--- src/rtl/divstep_pkg.sv ---
package divstep_pkg;

  // Operation chosen for the divisor in one step
  typedef enum logic {
    OP_SUB = 1'b0,
    OP_ADD = 1'b1
  } dstep_op_e;

endpackage

--- src/rtl/divstep_shift.sv ---
module divstep_shift #(
  parameter int W = 32
) (
  input  logic [W-1:0] dvd_i,
  input  logic         t_i,
  output logic [W-1:0] shifted_o,
  output logic         msb_o
);

  function automatic logic [W:0] shl_insert(input logic [W-1:0] v, input logic fill);
    return {v, fill};
  endfunction

  logic [W:0] wide;

  always_comb begin
    wide      = shl_insert(dvd_i, t_i);
    shifted_o = wide[W-1:0];
    msb_o     = wide[W];
  end

endmodule

--- src/rtl/divstep_addsub.sv ---
module divstep_addsub
  import divstep_pkg::*;
#(
  parameter int W = 32
) (
  input  logic [W-1:0] a_i,
  input  logic [W-1:0] b_i,
  input  dstep_op_e    op_i,
  output logic [W-1:0] res_o,
  output logic         flag_o
);

  // Bit W of the widened result is the borrow (sub) or carry (add).
  function automatic logic [W:0] addsub_f(input logic [W-1:0] a, input logic [W-1:0] b,
                                          input dstep_op_e op);
    logic [W:0] r;
    if (op == OP_SUB) r = {1'b0, a} - {1'b0, b};
    else              r = {1'b0, a} + {1'b0, b};
    return r;
  endfunction

  logic [W:0] full;

  always_comb begin
    full   = addsub_f(a_i, b_i, op_i);
    res_o  = full[W-1:0];
    flag_o = full[W];
  end

endmodule

--- src/rtl/divstep_qsel.sv ---
module divstep_qsel (
  input  logic msb_i,
  input  logic flag_i,
  input  logic q_old_i,
  input  logic m_i,
  output logic q_new_o,
  output logic t_new_o
);

  // Parity form of the four-case table: agreeing q/m pass msb^flag,
  // differing q/m invert it.
  function automatic logic q_next_f(input logic msb, input logic flag,
                                    input logic q_old, input logic m);
    return msb ^ flag ^ q_old ^ m;
  endfunction

  always_comb begin
    q_new_o = q_next_f(msb_i, flag_i, q_old_i, m_i);
    t_new_o = (q_new_o == m_i);
  end

endmodule

--- src/rtl/divstep_unit.sv ---
module divstep_unit
  import divstep_pkg::*;
#(
  parameter int W = 32
) (
  input  logic         clk,
  input  logic         rst_n,
  input  logic         step_i,
  input  logic [W-1:0] dvd_i,
  input  logic [W-1:0] dvs_i,
  input  logic         q_i,
  input  logic         m_i,
  input  logic         t_i,
  output logic [W-1:0] rem_o,
  output logic         q_o,
  output logic         t_o
);

  // Named internal events
  logic [W-1:0] shifted_w;
  logic         msb_out_w;
  dstep_op_e    op_w;
  logic [W-1:0] sum_w;
  logic         flag_w;
  logic         q_next_w;
  logic         t_next_w;

  logic [W-1:0] rem_q;
  logic         q_q;
  logic         t_q;

  assign op_w = (q_i == m_i) ? OP_SUB : OP_ADD;

  divstep_shift #(.W(W)) u_shift (
    .dvd_i     (dvd_i),
    .t_i       (t_i),
    .shifted_o (shifted_w),
    .msb_o     (msb_out_w)
  );

  divstep_addsub #(.W(W)) u_addsub (
    .a_i    (shifted_w),
    .b_i    (dvs_i),
    .op_i   (op_w),
    .res_o  (sum_w),
    .flag_o (flag_w)
  );

  divstep_qsel u_qsel (
    .msb_i   (msb_out_w),
    .flag_i  (flag_w),
    .q_old_i (q_i),
    .m_i     (m_i),
    .q_new_o (q_next_w),
    .t_new_o (t_next_w)
  );

  always_ff @(posedge clk or negedge rst_n) begin
    if (!rst_n) begin
      rem_q <= '0;
      q_q   <= 1'b0;
      t_q   <= 1'b0;
    end else if (step_i) begin
      rem_q <= sum_w;
      q_q   <= q_next_w;
      t_q   <= t_next_w;
    end
  end

  assign rem_o = rem_q;
  assign q_o   = q_q;
  assign t_o   = t_q;

endmodule

--- config.mk ---
export PLATFORM = sky130hd
export DESIGN_NAME = divstep_unit
export DESIGN_NICKNAME = d
export VERILOG_FILES = /design/src/rtl/divstep_pkg.sv /design/src/rtl/divstep_shift.sv /design/src/rtl/divstep_addsub.sv /design/src/rtl/divstep_qsel.sv /design/src/rtl/divstep_unit.sv
export SDC_FILE = /design/constraint.sdc
export NUM_CORES = 1
export LEC_CHECK = 0
export BUFFER_PORTS_ARGS = -buffer_cell sky130_fd_sc_hd__buf_2
export CORE_MARGIN = 5
export CORE_UTILIZATION = 40
export DETAILED_ROUTE_END_ITERATION = 6
export GPL_TIMING_DRIVEN = 0
export PLACE_DENSITY = 0.69
export SYNTH_ARGS = -nofsm -noshare
export SYNTH_HDL_FRONTEND = slang
export SYNTH_SLANG_ARGS = --single-unit
--- constraint.sdc ---
create_clock -name clk -period 0.8 [get_ports clk]
set_input_delay 0.08 -clock clk [delete_from_list [all_inputs] [get_ports clk]]
set_output_delay 0.08 -clock clk [all_outputs]
set_load 0.005 [all_outputs]
# Word level (Yosys, flattened, before mapping)
# Index checks and enable logic that the tools add are counted.
# word_totals
reg_bits,34
wordCells,11
# op_classes
addsub,2
eq_ne,2
n_bitwise,3
n_mux,1
# ops
cell,n
$add A32 B32 Y33,1
$mux W33,1
$sub A32 B32 Y33,1
$xor A1 B1 Y1,3
$eq A1 B1 Y1,2

# Depth between registers and ports, before layout
# Gate-level depths: netlist of run 1.
# depth
word_depth,6
ltp_mapped,17

# Cells and area by module
# A second synthesis of run 1 with hierarchy kept.
# hier_totals
cells_unflattened,455
hier_area_um2,4097.7
# modules_own_cells
mod,area_each_um2,cells_each,instances
divstep_addsub,2381.0,345,1
divstep_unit,1426.4,73,1
divstep_shift,247.7,33,1
divstep_qsel,42.5,4,1

# Least setup slack after synthesis of run 1
# No wires, ideal clock.
# synth_timing
path_type,input port to flip-flop
startpoint,input dvs_i[7]
endpoint,"register q_q, in the netlist q_o"
stages,15
arrival_ns,3.384
required_time_ns,0.675
slack_ns,-2.709
cell_sequence,or4_1 > nor3_1 > nand2_1 > o21ai_0 > xor2_1 > ha_1 > and4_1 > nand4_1 > o2bb2ai_1 > a21oi_1 > and4bb_2 > o31ai_1 > a21oi_2 > xnor2_1 > mux2_2
# synth_via
elab_chain_cells,5
# synth_lines
element,line_no,text
"start, declared",divstep_unit.sv:10,"input logic [W-1:0] dvs_i,"
$add A32 B32 Y33 / $sub A32 B32 Y33 (equally long branches),"divstep_addsub.sv:18, divstep_addsub.sv:17",
$mux W33 (*),divstep_addsub.sv:17,"if (op == OP_SUB) r = {1'b0, a} - {1'b0, b};"
$xor A1 B1 Y1 (*) (3 in a row),divstep_qsel.sv:14,return msb ^ flag ^ q_old ^ m;
"end signal, assigned",divstep_unit.sv:65,q_q <= q_next_w;
"end, declared",divstep_unit.sv:29,logic q_q;
# Mark *: on every way between the ends. The rest lies on a longest branch, timed or not.
# A chain may end at the register's enable or synchronous reset.

# Worst setup path in the final report of run 1
# layout_timing
startpoint,input dvs_i[3]
endpoint,"register rem_q[18], in the netlist rem_o[18]"
# layout_via
elab_chain_cells,2
# layout_lines
element,line_no,text
$add A32 B32 Y33 / $sub A32 B32 Y33 (equally long branches),"divstep_addsub.sv:18, divstep_addsub.sv:17",
$mux W33 (*),divstep_addsub.sv:17,
"end signal, assigned",divstep_unit.sv:64,rem_q <= sum_w;
"end, declared",divstep_unit.sv:28,logic [W-1:0] rem_q;
# Marked as above.

==> results of run 1 <==
[through the flow]
| step | hold WS [ns] | instance area [um2] | power (mW) | setup slack, ns |
|---|---|---|---|---|
| finish | -0.140 | 6040 | 12.6 | -2.66 |
| global route | -0.0609 | 6040 | 13.2 | -2.96 |
| CTS | -0.104 | 5500 | 11.1 | -2.45 |
| detailed placement | 0.195 | 4440 | 8.29 | -2.93 |
| global placement | 0.199 | 4440 | 8.13 | -2.87 |
| floorplan | -0.216 | 3790 | 6.44 | -2.46 |
[layer usage]
| metal | vias up | global-route usage [%] | wire [um] |
|---|---|---|---|
| met2 | 243 | 39.0 | 7070 |
| met1 | 2007 | 28.4 | 5740 |
| met3 | 67 | 3.48 | 941 |
| met4 | 0 | 6.66 | 660 |
| li1 | 1892 | - | - |
| met5 | - | 0 | 0 |
[logic make-up after synthesis]
logic type               count (synthesis)  share of synthesized area, %
multiplexers                            25                          7.94
AO/OA/AOI/OAI                          116                          22.1
flip-flops                              34                          24.1
buffers and inverters                   23                          2.48
AND/OR/NAND/NOR                        115                          15.9
XOR/XNOR                                61                          15.1
adder cells (fa/ha/maj)                 34                          12.3
[registers in the layout (all words and copies together) (netlist names)]
register / flops
rem_o: 32
q_o: 1
t_o: 1
[cell type report]
type                       count  area (um2)  share of cell area [%]
sequential                    34         851                    14.1
buffer                         8        62.6                    1.04
timing repair buffer         196        1370                    22.7
inverter                      15        61.3                    1.02
clock buffer                   6        82.6                    1.37
multi-input combinational    351        3470                    57.5
tap                          108         135                    2.24
[worst paths after layout]
| check | endpoint | slack (ns) |
|---|---|---|
| worst max register to register | rem_o[15] | -0.05 |
| min in group clk | rem_o[0] | 0.18 |
| worst min-delay path | rem_o[0] | -0.14 |
| worst min register to register | rem_o[13] | 0.50 |
| max in group asynchronous | rem_o[26] | 0.45 |
| worst max-delay path | rem_o[18] | -2.66 |
[power breakdown]
group	switching (mW)	internal (mW)	leakage, nW
clock	0.579	0.663	0.0431
sequential	0.440	2.43	0.398
combinational	3.99	4.45	2.31
total	5.01	7.55	2.75
[critical path, delay by kind of cell]
kind	cells	cell delay, ns
AO/OA/AOI/OAI	6	1.20
XOR/XNOR	2	0.31
adder cells (fa/ha/maj)	1	0.39
buffers and inverters	5	0.74
multiplexers	1	0.27
AND/OR/NAND/NOR	4	0.61
[synth_stat cells (all sizes together) (2+ instances only)]
library cell,n
ha,33
dfrtp,34
inv,15
a21o,12
and4,2
a21oi,38
nor2,40
and3,4
o21ai,18
o2bb2ai,2
and2,4
mux2,24
nand2b,2
o21a,5
nand3,5
a211oi,8
nor3,10
nor3b,2
xor2,18
xnor2,43
o31ai,7
nor2b,3
o41ai,3
o21bai,6
o221a,2
nor4,4
nand4,4
or3,3
a31oi,6
clkbuf,7
nand2,27
[repair_timing]
item / in CTS / in global routing
setup endpoints to repair: 68 / 68
buffers inserted: 67 / 31
pin swaps: 89 / 59
endpoints found under the hold margin: 34 / 34
resized for setup: 114 / 66
==> flow_metrics.py, run 1 <==
metrics = {
    "setup_path": {
        "path_max_fanout": 4,
        "critPathCaptureType": "flop",
        "required_ns": 0.97,
        "cpPeakStageDelay_ns": 0.39,
        "worstPathArrival_ns": 3.64,
        "critPathLaunchType": "primary input",
        "slowest_stage": "ha_2",
        "cp-startpoint": "dvs_i[3]",
        "crit-reg2reg-launch": "rem_o[15]",
        "reg2regPathDepth": 3,
        "worstSetupPathType": "in2reg",
        "path_cells": "buf_8 -> nor2_4 -> buf_6 -> nand3b_1 -> buf_4 -> o41ai_2 -> xor2_1 -> ha_2 -> nand4_1 -> buf_4 -> nor2_2 -> a211oi_4 -> buf_6 -> o21bai_2 -> a21oi_4 -> o311ai_1 -> a21oi_1 -> xnor2_1 -> mux2_4",
    },
    "power": {
        "powerDensity_nw_per_um2": 2080,
        "leakage_nw": 2.75,
        "ir_drop_uv": 846,
    },
    "grt": {
        "grt_pass1_wl_um": 20200,
        "grtUsageTotal_pct": 22.4,
        "grt_pass1_vias": 4129,
        "grt_max_degree": 35,
        "antenna_found_initial": 0,
        "grt.overflow.total": 0,
    },
    "timing": {
        "whs_ns": -0.140,
        "tns_ns": -69.02,
        "fin_ws_ns": -2.66,
        "final-hold-violation-count": 34,
        "post-route-min-period_ns": 3.46,
        "max_freq_mhz": 289,
        "rsz0062_at_grt": "yes",
        "finalCritPeriodShare_pct": 433,
        "worst_pin_slew_ns": 0.809,
        "finalSetupViolations": 67,
        "relSlewSlack_pct": 46.1,
        "slew_violations": 0,
        "skew_ns": 0,
    },
    "drt": {
        "drc": 0,
        "post_drt_wl_per_cell_um": 20.1,
        "dr.first_iter.drc_count": 271,
        "drtAntennaViolNets": 0,
        "firstDrtPassIters": 4,
        "wirelength_um": 14400,
        "vias_per_cell": 5.86,
        "vias": 4209,
    },
    "placed_design": {
        "post-dp-hpwl_um": 8410,
        "portBuffers": 102,
        "dpl.cell_count": 618,
        "globalplace.congestion": 0.923,
    },
    "final_layout": {
        "nets": 715,
        "drive_gt1_share_pct": 58.7,
        "fillers": 607,
        "final_util_pct": 69.6,
        "antennaDiodeCount": 0,
        "final_common_cell": "buf_2",
        "syn_to_final_growth_pct": 71.1,
        "final_cell_mix": "buf_2 (92), buf_4 (77), dfrtp_1 (34)",
        "stdcell_count": 718,
    },
    "logic_synthesis": {
        "synth_ff_type": "dfrtp_1",
        "netlist_area_um2": 3530,
        "synth_top_area_share_pct": 24.1,
        "synth_cell_types": 55,
        "synth_cells": 408,
        "async_reset_ff_share_pct": 100,
        "yosysTopAreaCell": "dfrtp_1",
        "synth-edff-count": 0,
        "synth_fp_nets": 512,
        "ys_seq_elements": 34,
        "synth.area.top_cells": "dfrtp_1 (24%), ha_1 (12%), xnor2_1 (11%)",
        "yosysWarnings": 0,
        "ys_seq_area_share_pct": 24.1,
        "syn_area_per_cell_um2": 8.65,
    },
    "worst_hold_path": {
        "hold_class": "in2async",
    },
    "clock_network": {
        "cts_root_buf": "clkbuf_8",
        "clk_pin_slew_ns": 0.07,
        "clock_latency_ns": 0.28,
        "clkSinkCount": 34,
        "htree_levels": 2,
        "cts_tree": "yes",
        "clock_path_buffers": 2,
        "cts_made_buffers": 5,
    },
    "floorplan": {
        "die_y_um": 104,
        "die_w_um": 104,
        "rows": 34,
        "dieArea_um2": 10800,
        "initial_core_util_pct": 40.7,
        "coreArea_um2": 8680,
        "io_pins": 104,
    },
    "status": {
        "status": "finished, violations left",
        "violations": "hold timing, setup timing",
    },
    "job": {
        "maxCapViolCount": 0,
    },
}
Note: power is estimated with default switching activity, not from simulation.
==> run 2, diff against run 1 <==
--- a/config.mk
+++ b/config.mk
@@ -5,7 +5,7 @@
 export SDC_FILE = /design/constraint.sdc
 export NUM_CORES = 1
 export LEC_CHECK = 0
-export BUFFER_PORTS_ARGS = -buffer_cell sky130_fd_sc_hd__buf_2
+export BUFFER_PORTS_ARGS = -buffer_cell sky130_fd_sc_hd__clkbuf_2
 export CORE_MARGIN = 5
 export CORE_UTILIZATION = 40
 export DETAILED_ROUTE_END_ITERATION = 6
==> run 2 against run 1 <==
Against the previous run:
- the flow still finishes with violations (hold timing, setup timing)
- sequential cell count did not move
- clock power rose by 27%
- sequential power about the same
- maximum frequency up 3.5%
- first-iteration DRC count rose by 35%
- largest cell class unchanged
- critical endpoint is now q_o
- global-route usage down 1.7 points
- setup slack gained 0.12 ns
- power up 0.90%
- count of clock-buffer cells in the layout fell by 1
- largest power group unchanged
- register-to-register slack better by 0.04 ns
==> flow_metrics.py, run 2 (synthesis gave the netlist of run 1 again) <==
metrics = {
    "status": {
        "status": "finished, violations left",
        "violations": "hold timing, setup timing",
    },
    "final_layout": {
        "largest_reg_flops": 32,
        "syn_to_final_growth_pct": 69.8,
        "nets": 711,
        "drive_gt1_share_pct": 56.6,
        "stdcell_count": 716,
        "final_common_cell": "clkbuf_2",
        "antennaDiodeCount": 0,
        "final_util_pct": 69.0,
        "fillers": 620,
        "final_cell_mix": "clkbuf_2 (95), buf_4 (67), xnor2_1 (35)",
    },
    "setup_path": {
        "worstSetupPathType": "in2reg",
        "slowest_stage": "or3_4",
        "critical_path_depth": 17,
        "cpPeakStageDelay_ns": 0.39,
        "reg2regPathDepth": 3,
        "critPathLaunchType": "primary input",
        "worstPathArrival_ns": 3.52,
        "crit_family": "simple AND/OR/NAND/NOR gates",
        "path_buf_inv": 1,
        "crit-reg2reg-launch": "rem_o[9]",
        "path_cells": "buf_8 -> or3_4 -> nor3_4 -> nor3b_4 -> and2_4 -> a21oi_2 -> xnor2_1 -> ha_1 -> and4_1 -> nand4_1 -> o2bb2ai_2 -> a21oi_1 -> and4bb_2 -> o31ai_4 -> a21oi_2 -> xnor2_1 -> mux2_4",
        "required_ns": 0.98,
        "path_max_fanout": 5,
        "cp-startpoint": "dvs_i[10]",
        "critPathCaptureType": "flop",
    },
    "grt": {
        "antenna_found_initial": 0,
        "grtUsageTotal_pct": 20.7,
        "grt_pass1_wl_um": 18900,
        "grt.overflow.total": 0,
        "grt_pass1_vias": 3883,
        "grt_max_degree": 35,
    },
    "placed_design": {
        "dpl.cell_count": 618,
        "post-dp-hpwl_um": 8500,
        "portBuffers": 102,
        "dp_slack_ns": -2.95,
        "globalplace.congestion": 0.920,
    },
    "clock_network": {
        "cts_made_buffers": 5,
        "htree_levels": 2,
        "cts_tree": "yes",
        "cts_root_buf": "clkbuf_8",
        "clock_path_buffers": 2,
        "clock_latency_ns": 0.29,
        "clkSinkCount": 34,
        "clk_pin_slew_ns": 0.07,
    },
    "timing": {
        "skew_ns": 0,
        "post-route-min-period_ns": 3.35,
        "finalSetupViolations": 67,
        "slew_violations": 0,
        "finalCritPeriodShare_pct": 418,
        "whs_ns": -0.114,
        "relSlewSlack_pct": 43.7,
        "worst_pin_slew_ns": 0.845,
        "max_freq_mhz": 299,
        "fin_ws_ns": -2.55,
        "rsz0062_at_grt": "yes",
        "final-hold-violation-count": 34,
    },
    "floorplan": {
        "io_pins": 104,
        "die_w_um": 104,
        "rows": 34,
        "initial_core_util_pct": 40.7,
        "coreArea_um2": 8680,
        "dieArea_um2": 10800,
        "die_y_um": 104,
    },
    "drt": {
        "dr.first_iter.drc_count": 365,
        "vias_per_cell": 5.69,
        "drc": 0,
        "drtAntennaViolNets": 0,
        "wirelength_um": 14000,
        "firstDrtPassIters": 5,
        "vias": 4075,
        "post_drt_wl_per_cell_um": 19.5,
    },
    "power": {
        "total_power_mw": 12.7,
        "ir_drop_uv": 865,
        "powerDensity_nw_per_um2": 2110,
        "leakage_nw": 2.73,
    },
    "worst_hold_path": {
        "hold_class": "in2async",
    },
    "job": {
        "maxCapViolCount": 0,
    },
}
==> run 2: final timing paths <==
kind / endpoint / slack, ns
worst min register to register: rem_o[13] / 0.51
worst max-delay path: q_o / -2.55
min in group clk: rem_o[0] / 0.13
worst max register to register: rem_o[9] / -0.01
max in group asynchronous: rem_o[23] / 0.39
worst min-delay path: rem_o[1] / -0.11
==> run 2: layout make-up <==
cell class | count | area [um2] | share of cell area (%)
multi-input cells | 351 | 3360 | 56.1
repair buffers | 192 | 1390 | 23.2
flip-flops and latches | 34 | 851 | 14.2
well taps | 108 | 135 | 2.26
inverters | 15 | 81.3 | 1.36
clock buffers | 5 | 68.8 | 1.15
plain buffers | 8 | 62.6 | 1.04
clock inverters | 3 | 40.0 | 0.668
==> run 2: per-stage QoR <==
step                TNS [ns]  cell area [um2]  hold WS [ns]
global route          -70.27             5990       -0.0296
CTS                   -60.94             5330       -0.0856
finish                -66.22             5990        -0.114
detailed placement    -75.16             4440         0.223
floorplan             -57.31             3790        -0.216
global placement      -73.77             4440         0.220
==> run 2: routing by layer <==
layer | global-route usage (%) | vias to the layer above | routed length, um
li1 | - | 1890 | -
met4 | 6.20 | 0 | 561
met3 | 3.41 | 52 | 992
met5 | 0 | - | 0
met2 | 35.2 | 210 | 6890
met1 | 26.7 | 1923 | 5550
==> run 2: what timing repair did <==
action	4_1_cts	5_1_grt
setup buffers	55	39
endpoints found under the hold margin	34	34
pin swaps	56	43
setup endpoints to repair	67	68
resized for setup	76	95
==> run 2: where the power goes <==
part           switching [mW]  total (mW)  internal [mW]
clock                   0.652        1.57          0.917
combinational            3.89        8.20           4.32
sequential              0.460        2.89           2.43
==> run 3, diff against run 2 <==
--- a/config.mk
+++ b/config.mk
@@ -5,12 +5,13 @@
 export SDC_FILE = /design/constraint.sdc
 export NUM_CORES = 1
 export LEC_CHECK = 0
-export BUFFER_PORTS_ARGS = -buffer_cell sky130_fd_sc_hd__clkbuf_2
 export CORE_MARGIN = 5
 export CORE_UTILIZATION = 40
 export DETAILED_ROUTE_END_ITERATION = 6
+export DONT_BUFFER_PORTS = 1
+export GPL_ROUTABILITY_DRIVEN = 0
 export GPL_TIMING_DRIVEN = 0
-export PLACE_DENSITY = 0.69
+export PLACE_DENSITY = 0.58
 export SYNTH_ARGS = -nofsm -noshare
 export SYNTH_HDL_FRONTEND = slang
 export SYNTH_SLANG_ARGS = --single-unit
==> run 3 against run 2 <==
Against the previous run:
- the flow still finishes with violations (hold timing, setup timing)
- clock skew is the same
- hold slack lost 0.41 ns
- final area shrank 9.7%
- via count shrank 14%
- global-route usage grew 0.73 points
- critical path type unchanged
- critical endpoint is now rem_o[27]
==> flow_metrics.py, run 3 (synthesis gave the netlist of run 1 again) <==
metrics = {
    "job": {
        "maxCapViolCount": 0,
    },
    "drt": {
        "vias": 3496,
        "post_drt_wl_per_cell_um": 20.5,
        "drc": 0,
        "vias_per_cell": 5.79,
        "wirelength_um": 12400,
        "dr.first_iter.drc_count": 142,
        "firstDrtPassIters": 4,
        "drtAntennaViolNets": 0,
    },
    "placed_design": {
        "portBuffers": 0,
        "post-dp-hpwl_um": 8200,
    },
    "power": {
        "total_power_mw": 11.6,
        "powerDensity_nw_per_um2": 2140,
        "leakage_nw": 2.28,
        "ir_drop_uv": 709,
    },
    "clock_network": {
        "clock_latency_ns": 0.29,
        "htree_levels": 2,
        "cts_tree": "yes",
        "clock_path_buffers": 2,
        "cts_made_buffers": 5,
        "clkSinkCount": 34,
        "clk_pin_slew_ns": 0.08,
        "cts_root_buf": "clkbuf_8",
    },
    "final_layout": {
        "nets": 599,
        "final_cell_mix": "buf_4 (56), dfrtp_1 (34), xnor2_1 (32)",
        "largest_reg_flops": 32,
        "syn_to_final_growth_pct": 53.3,
        "drive_gt1_share_pct": 49.0,
        "antennaDiodeCount": 0,
        "final_common_cell": "buf_4",
    },
    "floorplan": {
        "die_y_um": 104,
        "coreArea_um2": 8680,
        "io_pins": 104,
        "dieArea_um2": 10800,
        "die_w_um": 104,
        "initial_core_util_pct": 40.7,
        "rows": 34,
    },
    "grt": {
        "grtUsageTotal_pct": 21.4,
        "grt_max_degree": 35,
        "grt.overflow.total": 0,
        "antenna_found_initial": 0,
        "grt_pass1_wl_um": 18700,
        "grt_pass1_vias": 3607,
    },
    "setup_path": {
        "cpPeakStageDelay_ns": 0.54,
        "slowest_stage": "or4_4",
        "path_cells": "or4_4 -> nor3_4 -> buf_4 -> a21oi_2 -> xnor2_1 -> ha_1 -> buf_6 -> nand4_1 -> nor4_2 -> a311oi_1 -> o21ai_1 -> o21ai_2 -> a211oi_2 -> nor3_2 -> xnor2_1 -> mux2_2",
        "crit_family": "simple AND/OR/NAND/NOR gates",
        "required_ns": 0.98,
        "worstSetupPathType": "in2reg",
        "path_common_cell": "xnor2_1",
        "critPathLaunchType": "primary input",
        "path_buf_inv": 2,
        "path_max_fanout": 7,
        "worstPathArrival_ns": 3.27,
        "critPathCaptureType": "flop",
    },
    "timing": {
        "rsz0062_at_grt": "yes",
        "final-hold-violation-count": 34,
        "finalSetupViolations": 35,
        "fin_ws_ns": -2.29,
        "worst_pin_slew_ns": 0.731,
        "skew_ns": 0,
        "slew_violations": 0,
        "post-route-min-period_ns": 3.09,
        "whs_ns": -0.529,
        "finalCritPeriodShare_pct": 386,
        "max_freq_mhz": 324,
        "relSlewSlack_pct": 51.3,
    },
    "status": {
        "status": "finished, violations left",
        "violations": "hold timing, setup timing",
    },
    "worst_hold_path": {
        "hold_class": "in2async",
    },
}
## run 3: final cells by class
class                           count  area [um2]
Multi-Input combinational cell    351        3500
Buffer                              8        62.6
Clock buffer                        5        68.8
Inverter                           15        61.3
Tap cell                          108         135
Sequential cell                    34         851
Clock inverter                      3        40.0
Timing Repair Buffer               80         691
Fill cell                         695        3270
## run 3: timing repair
action	in CTS	in global routing
hold endpoints to repair	34	34
pin swaps	76	36
gates resized for setup	123	47
endpoints found under the setup margin	34	52
buffers inserted	70	16
## run 3: report_power, final
| group | internal (mW) | switching (mW) |
|---|---|---|
| clock network | 0.917 | 0.675 |
| registers | 2.44 | 0.670 |
| logic | 3.71 | 3.18 |
| total | 7.06 | 4.53 |
## run 3: path summary, 6_finish.rpt
kind                       startpoint        end  slack [ns]  cells past startpoint
hold reg to reg              rem_o[3]   rem_o[3]        0.54                      1
hold / removal                  rst_n   rem_o[8]       -0.53                      0
min in group clk             dvs_i[0]   rem_o[0]        0.03                      2
setup / recovery             dvs_i[7]  rem_o[27]       -2.29                     16
setup reg to reg            rem_o[10]  rem_o[10]       -0.03                      1
max in group asynchronous       rst_n        q_o        1.23                      0
## run 3: routing by layer
metal	wire length [um]	GRT usage, %	vias to the layer above
li1	-	-	1673
met1	5020	25.5	1692
met2	6250	37.7	110
met3	811	5.96	21
met4	283	5.55	0
met5	0	0	-
## run 3: stage by stage
step | instances | setup TNS [ns] | worst slack (ns) | instance area (um2) | util [%]
final | 604 | -55.92 | -2.29 | 5410 | 62.3
after CTS | 592 | -53.61 | -2.22 | 5100 | 58.8
after floorplan | 408 | -57.31 | -2.46 | 3790 | -
after global routing | 604 | -60.14 | -2.48 | 5410 | 62.3
after detailed placement | 516 | -70.58 | -2.80 | 3930 | 45.3
after global placement | 516 | -69.74 | -2.77 | 3930 | 45.3
